$ cat config.mk
export PLATFORM = sky130hd
export DESIGN_NAME = sertx_core
export DESIGN_NICKNAME = d
export VERILOG_FILES = /design/src/rtl/sertx_pkg.sv /design/src/rtl/sertx_framer.sv /design/src/rtl/sertx_holdbuf.sv /design/src/rtl/sertx_shifter.sv /design/src/rtl/sertx_core.sv
export SDC_FILE = /design/constraint.sdc
export NUM_CORES = 1
export LEC_CHECK = 0
export BUFFER_PORTS_ARGS = -buffer_cell sky130_fd_sc_hd__clkbuf_2
export CAP_MARGIN = 10
export CELL_PAD_IN_SITES_DETAIL_PLACEMENT = 1
export CELL_PAD_IN_SITES_GLOBAL_PLACEMENT = 2
export CORE_MARGIN = 2
export CORE_UTILIZATION = 38
export DETAILED_ROUTE_END_ITERATION = 8
export PLACE_DENSITY = 0.89
export SLEW_MARGIN = 20
export SYNTH_ARGS = -nofsm -noshare
export SYNTH_HDL_FRONTEND = slang
export SYNTH_SLANG_ARGS = --single-unit
$ cat constraint.sdc
create_clock -name clk -period 3 [get_ports clk]
set_input_delay 0.3 -clock clk [delete_from_list [all_inputs] [get_ports clk]]
set_output_delay 0.3 -clock clk [all_outputs]
set_load 0.01 [all_outputs]
$ cat src/rtl/sertx_pkg.sv
package sertx_pkg;

   typedef enum logic [1:0] {
      LEN_7   = 2'd0,
      LEN_8   = 2'd1,
      LEN_9   = 2'd2,
      LEN_ALT = 2'd3
   } char_len_e;

   typedef enum logic [1:0] {
      PAR_NONE = 2'd0,
      PAR_EVEN = 2'd1,
      PAR_ODD  = 2'd2,
      PAR_OFF  = 2'd3
   } parity_e;

   typedef struct packed {
      char_len_e len;
      parity_e   par;
      logic      stop2;
      logic      msb_first;
      logic      data_inv;
   } frame_cfg_t;

   // number of data bits carried for a length code
   function automatic int unsigned char_bits(char_len_e l);
      case (l)
         LEN_7:   return 7;
         LEN_9:   return 9;
         default: return 8;
      endcase
   endfunction

endpackage

$ cat src/rtl/sertx_framer.sv
// Builds the whole frame as a vector sent from bit 0 upward.
module sertx_framer
   import sertx_pkg::*;
#(
   parameter int MAX_CHAR = 9,
   parameter int FRAME_W  = MAX_CHAR + 4,
   parameter int CNT_W    = $clog2(FRAME_W + 1)
) (
   input  logic [MAX_CHAR-1:0] chr,
   input  frame_cfg_t          cfg,
   output logic [FRAME_W-1:0]  frame,
   output logic [CNT_W-1:0]    nbits
);

   logic [CNT_W-1:0]    n;
   logic [MAX_CHAR-1:0] valid;
   logic [MAX_CHAR-1:0] ordered;
   logic                par_on;
   logic                par_bit;

   assign n = CNT_W'(char_bits(cfg.len));

   // per-position data selection for both bit orders
   for (genvar k = 0; k < MAX_CHAR; k++) begin : g_pos
      logic [CNT_W-1:0] src;
      assign src        = n - CNT_W'(1) - CNT_W'(k);
      assign valid[k]   = (CNT_W'(k) < n);
      assign ordered[k] = !valid[k]      ? 1'b0 :
                          cfg.msb_first ? chr[src] : chr[k];
   end

   // parity over the raw (uninverted) selected bits
   assign par_on  = (cfg.par == PAR_EVEN) || (cfg.par == PAR_ODD);
   assign par_bit = (^(chr & valid)) ^ (cfg.par == PAR_ODD);

   always_comb begin
      frame    = '1;
      frame[0] = 1'b0;
      for (int k = 0; k < MAX_CHAR; k++) begin
         if (valid[k]) frame[k + 1] = ordered[k] ^ cfg.data_inv;
      end
      if (par_on) frame[n + CNT_W'(1)] = par_bit;
   end

   assign nbits = CNT_W'(1) + n + CNT_W'(par_on) + (cfg.stop2 ? CNT_W'(2) : CNT_W'(1));

endmodule

$ cat src/rtl/sertx_holdbuf.sv
// One-entry holding register in front of the shift stage.
module sertx_holdbuf #(
   parameter int W = 9
) (
   input  logic         clk,
   input  logic         rst_n,
   input  logic         wr_en,
   input  logic [W-1:0] wr_data,
   input  logic         take,
   output logic         full,
   output logic [W-1:0] data
);

   always_ff @(posedge clk or negedge rst_n) begin
      if (!rst_n) begin
         full <= 1'b0;
         data <= '0;
      end else if (take) begin
         full <= 1'b0;
      end else if (wr_en && !full) begin
         full <= 1'b1;
         data <= wr_data;
      end
   end

endmodule

$ cat src/rtl/sertx_shifter.sv
// Bit timing and serialisation of one frame.
module sertx_shifter #(
   parameter int FRAME_W    = 13,
   parameter int CNT_W      = 4,
   parameter int OVERSAMPLE = 16,
   parameter int TCNT_W     = $clog2(OVERSAMPLE)
) (
   input  logic               clk,
   input  logic               rst_n,
   input  logic               tick,
   input  logic               load,
   input  logic [FRAME_W-1:0] frame,
   input  logic [CNT_W-1:0]   nbits,
   output logic               busy,
   output logic               line_bit,
   output logic               done
);

   localparam logic [TCNT_W-1:0] TLAST = TCNT_W'(OVERSAMPLE - 1);

   logic [FRAME_W-1:0] sh;
   logic [CNT_W-1:0]   left;
   logic [TCNT_W-1:0]  tcnt;
   logic               edge_bit;

   assign edge_bit = busy && tick && (tcnt == TLAST);
   assign done     = edge_bit && (left == CNT_W'(1));
   assign line_bit = busy ? sh[0] : 1'b1;

   always_ff @(posedge clk or negedge rst_n) begin
      if (!rst_n) begin
         sh   <= '1;
         left <= '0;
         tcnt <= '0;
         busy <= 1'b0;
      end else if (load) begin
         sh   <= frame;
         left <= nbits;
         tcnt <= '0;
         busy <= 1'b1;
      end else if (busy && tick) begin
         if (edge_bit) begin
            tcnt <= '0;
            sh   <= {1'b1, sh[FRAME_W-1:1]};
            left <= left - CNT_W'(1);
            if (left == CNT_W'(1)) busy <= 1'b0;
         end else begin
            tcnt <= tcnt + TCNT_W'(1);
         end
      end
   end

endmodule

$ cat src/rtl/sertx_core.sv
module sertx_core
   import sertx_pkg::*;
#(
   parameter int MAX_CHAR   = 9,
   parameter int OVERSAMPLE = 16
) (
   input  logic                clk,
   input  logic                rst_n,
   input  logic                tick_16x,
   input  logic                tx_en,
   input  logic                wr_en,
   input  logic [MAX_CHAR-1:0] wr_data,
   input  logic [1:0]          cfg_len,
   input  logic [1:0]          cfg_parity,
   input  logic                cfg_stop2,
   input  logic                cfg_msb_first,
   input  logic                cfg_data_inv,
   input  logic                cfg_line_inv,
   input  logic                cfg_cts_en,
   input  logic                cts_n,
   input  logic                cfg_irq_on_done,
   output logic                txd,
   output logic                buf_empty,
   output logic                irq
);

   localparam int FRAME_W = MAX_CHAR + 4;
   localparam int CNT_W   = $clog2(FRAME_W + 1);

   if (MAX_CHAR != 9) begin : g_bad_width
      $error("sertx_core: character formats require MAX_CHAR == 9");
   end
   if (OVERSAMPLE < 2) begin : g_bad_os
      $error("sertx_core: OVERSAMPLE must be at least 2");
   end

   logic                hold_full;
   logic [MAX_CHAR-1:0] hold_data;
   logic                busy;
   logic                line_bit;
   logic                done;
   logic                cts_ok;
   logic                load;
   logic [FRAME_W-1:0]  frame;
   logic [CNT_W-1:0]    nbits;
   frame_cfg_t          fcfg;

   assign fcfg.len       = char_len_e'(cfg_len);
   assign fcfg.par       = parity_e'(cfg_parity);
   assign fcfg.stop2     = cfg_stop2;
   assign fcfg.msb_first = cfg_msb_first;
   assign fcfg.data_inv  = cfg_data_inv;

   assign cts_ok = !cfg_cts_en || !cts_n;
   assign load   = tx_en && hold_full && !busy && cts_ok;

   sertx_holdbuf #(.W(MAX_CHAR)) u_hold (
      .clk     (clk),
      .rst_n   (rst_n),
      .wr_en   (wr_en),
      .wr_data (wr_data),
      .take    (load),
      .full    (hold_full),
      .data    (hold_data)
   );

   sertx_framer #(.MAX_CHAR(MAX_CHAR), .FRAME_W(FRAME_W), .CNT_W(CNT_W)) u_frame (
      .chr   (hold_data),
      .cfg   (fcfg),
      .frame (frame),
      .nbits (nbits)
   );

   sertx_shifter #(.FRAME_W(FRAME_W), .CNT_W(CNT_W), .OVERSAMPLE(OVERSAMPLE)) u_shift (
      .clk      (clk),
      .rst_n    (rst_n),
      .tick     (tick_16x),
      .load     (load),
      .frame    (frame),
      .nbits    (nbits),
      .busy     (busy),
      .line_bit (line_bit),
      .done     (done)
   );

   always_ff @(posedge clk or negedge rst_n) begin
      if (!rst_n) irq <= 1'b0;
      else        irq <= cfg_irq_on_done ? done : load;
   end

   assign txd       = line_bit ^ cfg_line_inv;
   assign buf_empty = !hold_full;

endmodule

==> Implementation_results.wiki <==
{| class="wikitable"
! Metric !! Value
|-
| Power share of the sequential group || 40.1%
|-
| Global-route wire length before repair || 7760 um
|-
| Leak pwr || 1.01 nW
|-
| Aggregate routed wire length || 4370 um
|-
| Synth warnings || 0
|-
| Fraction of the yosys area taken by sequential cells || 42.5%
|-
| Kind of path behind the tightest hold check || primary input to asynchronous set/reset pin
|-
| Clk Tree Root Cell || clkbuf_8
|-
| Crit-path slowest cell || nor4b_1
|-
| Power Internal || 1.37 mW
|-
| Ratio of total power to cell area || 981 mW/mm2
|-
| Area of the mapped netlist || 0.00198 mm2
|-
| Clock Pin Slew Worst Setup and Hold Paths || 70 ps
|-
| Number of flip-flops and latches in the synthesized netlist || 33
|-
| Total half-perimeter wirelength after legalization and detailed placement || 3290 um
|-
| Net total in the final layout || 264
|-
| Number of distinct library cell variants in the gate-level netlist after synthesis || 36
|-
| Total buffers and inverters traversed by the critical path || 0
|-
| Maximum clock skew at final layout || 4.53 ps
|-
| Synth async-reset ratio || 100%
|-
| Syn_area_per_cell || 9.43 um2
|-
| Number of CTS-inserted buffers || 5
|-
| Count of final hold-check violations || 0
|-
| Max Cap Violations || 0
|-
| Number of cells on the critical path || 6
|-
| CP Launch Type || register
|-
| Inserted Diodes || 0
|-
| Via density per instance || 4.97
|-
| Starting density of the core || 39.0%
|-
| Setup Total Neg Slack || 0 ps
|-
| Portion of total power attributed to the clock network || 15.3%
|-
| Post-cts hold buffer count || 0
|-
| Headroom to the max-slew limit || 41.0%
|-
| Peak supply drop || 0.619 mV
|-
| Starting DRT DRC Count || 41
|-
| Synth top cells by count || nand2_1, o21ai_0, dfrtp_1, xnor2_1, dfstp_2
|-
| Critical Path End || irq
|-
| Vias in the first global route || 1643
|-
| Achievable frequency || 557 MHz
|-
| TritonCTS clock tree || done
|-
| Remaining Overflow, GRT || 0
|-
| IO buf count || 27
|-
| Setup slack after placement || 1110 ps
|-
| Power after layout || 2.21 mW
|-
| Combined global-route utilization of all metal layers || 16.6%
|-
| Min cycle time layout || 1800 ps
|-
| Final worst setup slack || 1200 ps
|-
| Die Footprint || 0.00580 mm2
|-
| I/O pin count || 28
|-
| Layout-stage area growth over the synthesis result || 13.7%
|-
| Instance count of the mapped netlist || 210
|-
| Setup repair after global routing missed its margin || no
|-
| Number of placement rows || 26
|-
| Period utilization || 59.8%
|-
| CP Launch Point || u_shift.tcnt[0]
|-
| Total net switching power || 841 uW
|-
| Detail Route Antenna Nets || 0
|-
| Switching power as a share of total power || 38.1%
|-
| Worst-margin pin slew || 883 ps
|-
| Area post-placement || 0.00216 mm2
|-
| Via count || 1510
|-
| Largest net degree at the start of global routing || 34
|-
| Outcome || finished clean
|-
| Proportion of power drawn by combinational gates || 44.6%
|-
| Top-area cell type share of the netlist area || 25.3%
|-
| Mapped Nets || 241
|-
| H-tree depth || 2
|-
| Layout cell share with drive strength beyond 1 || 26.5%
|-
| Number of synthesized flops with an enable pin || 0
|-
| Top area cells in the synthesized netlist || dfrtp_1, dfstp_2, mux2_2, xnor2_1, o21ai_0
|-
| Number of gates given a new drive strength after cts || 0
|-
| Worst hold-check slack || 93.9 ps
|-
| Total iterations of the first detailed-routing run || 4
|-
| Reg-to-reg setup timing slack || 1200 ps
|-
| Antenna violations before repair || 0
|-
| Highest fanout seen on the critical path || 11
|-
| Number of clock sinks seen by CTS || 33
|-
| Placeable Area || 0.00507 mm2
|-
| Post-detailed-route DRC marker count || 0
|-
| Critical path required time || 3200 ps
|-
| Launch point of the worst reg-to-reg path || u_shift.tcnt[0]
|-
| Cell area after layout || 0.00225 mm2
|-
| Delay of the slowest cell on the worst path || 440 ps
|-
| Type of the worst setup path || register to register
|-
| Library cell occupying the most area in the post-synthesis netlist || dfrtp_1
|-
| Maximum number of buffers from clock root to sink || 2
|-
| Ys flop type || dfrtp_1
|-
| Clock latency reported for the late side of the worst-skew pair || 290 ps
|-
| Data arrival time of the critical path || 2000 ps
|-
| Endpoints failing setup || 0
|-
| Final routed wire length divided by cell count || 14.4 um
|-
| Worst reg-to-reg path cell count || 6
|-
| Postcts setup bufs || 0
|-
| Most frequent cell after synthesis || nand2_1
|-
| Vertical extent of the die || 76.2 um
|-
| Capture instance of the worst register-to-register path || irq
|-
| Die Span X || 76.2 um
|-
| Top Family by Delay on Critical Path || simple AND/OR/NAND/NOR gates
|-
| Cell breakdown of the critical path || ha_1, nand3_1, or2_2, nor4b_1, nand2_1, o21ai_0
|-
| Worst setup EP type || register
|-
| Final GP Congestion || 0.817
|-
| Max-slew violations || 0
|}
logic make-up after synthesis:
group / synth area share [%]
buffers and inverters: 4.93
AO/OA/AOI/OAI: 14.5
AND/OR/NAND/NOR: 13.3
flip-flops: 42.5
adder cells (fa/ha/maj): 4.55
XOR/XNOR: 11.3
multiplexers: 8.79
final cells by class:
cell class                      instances  area, um2
Tap cell                               70       87.6
Fill cell                             600       2820
Clock inverter                          3       17.5
Multi-Input combinational cell        152       1040
Clock buffer                            5       68.8
Timing Repair Buffer                   29        150
Sequential cell                        33        842
Inverter                               12       45.0
registers in the layout (all words and copies together), names as in the netlist:
signal	cells
u_shift.left	4
u_hold.data	9
irq	1
u_shift.busy	1
u_hold.full	1
u_shift.sh	13
u_shift.tcnt	4
routing by layer:
metal	vias to the layer above	part of all wire, %	GRT usage, %
met1	719	48	21.1
met4	0	0.89	3.82
met3	6	2.5	3.32
met5	-	0	0
met2	23	48	29.1
li1	762	-	-
worst min path at each step:
stage | from | endpoint | slack (ps) | depth (start not counted)
final | rst_n | u_shift.tcnt[1] | 90 | 1
after global routing | rst_n | u_hold.data[1] | 160 | 1
after CTS | rst_n | u_hold.data[0] | 130 | 1
after detailed placement | rst_n | u_shift.tcnt[1] | 440 | 1
after global placement | rst_n | u_shift.left[3] | 440 | 1
after floorplan | rst_n | irq | 4 | 0
cells in the final DEF (no fill, tap or decap), types with 6 or more instances in the layout:
cell type and count:
nand2_1 30, mux2_2 11, clkbuf_2 27, o21ai_0 24, inv_1 12, xor2_1 9
o22ai_1 7, nor2_1 11, xnor2_1 14, a21oi_1 6, dfrtp_1 20, dfstp_2 13
metrics by stage:
stage               util, %  std cells
global route           44.4        304
CTS                    44.4        304
floorplan                 -        210
global placement       42.7        296
finish                 44.4        304
detailed placement     42.7        296
power by group through the flow:
stage                     clock (mW)  combinational [mW]  sequential [mW]
after floorplan                    0               0.800            0.832
after global placement             0               0.958            0.887
after detailed placement           0               0.997            0.898
after CTS                      0.351                1.00            0.891
after global routing           0.366                1.11            0.925
final                          0.338               0.985            0.885
(Power assumes the default switching activity.)
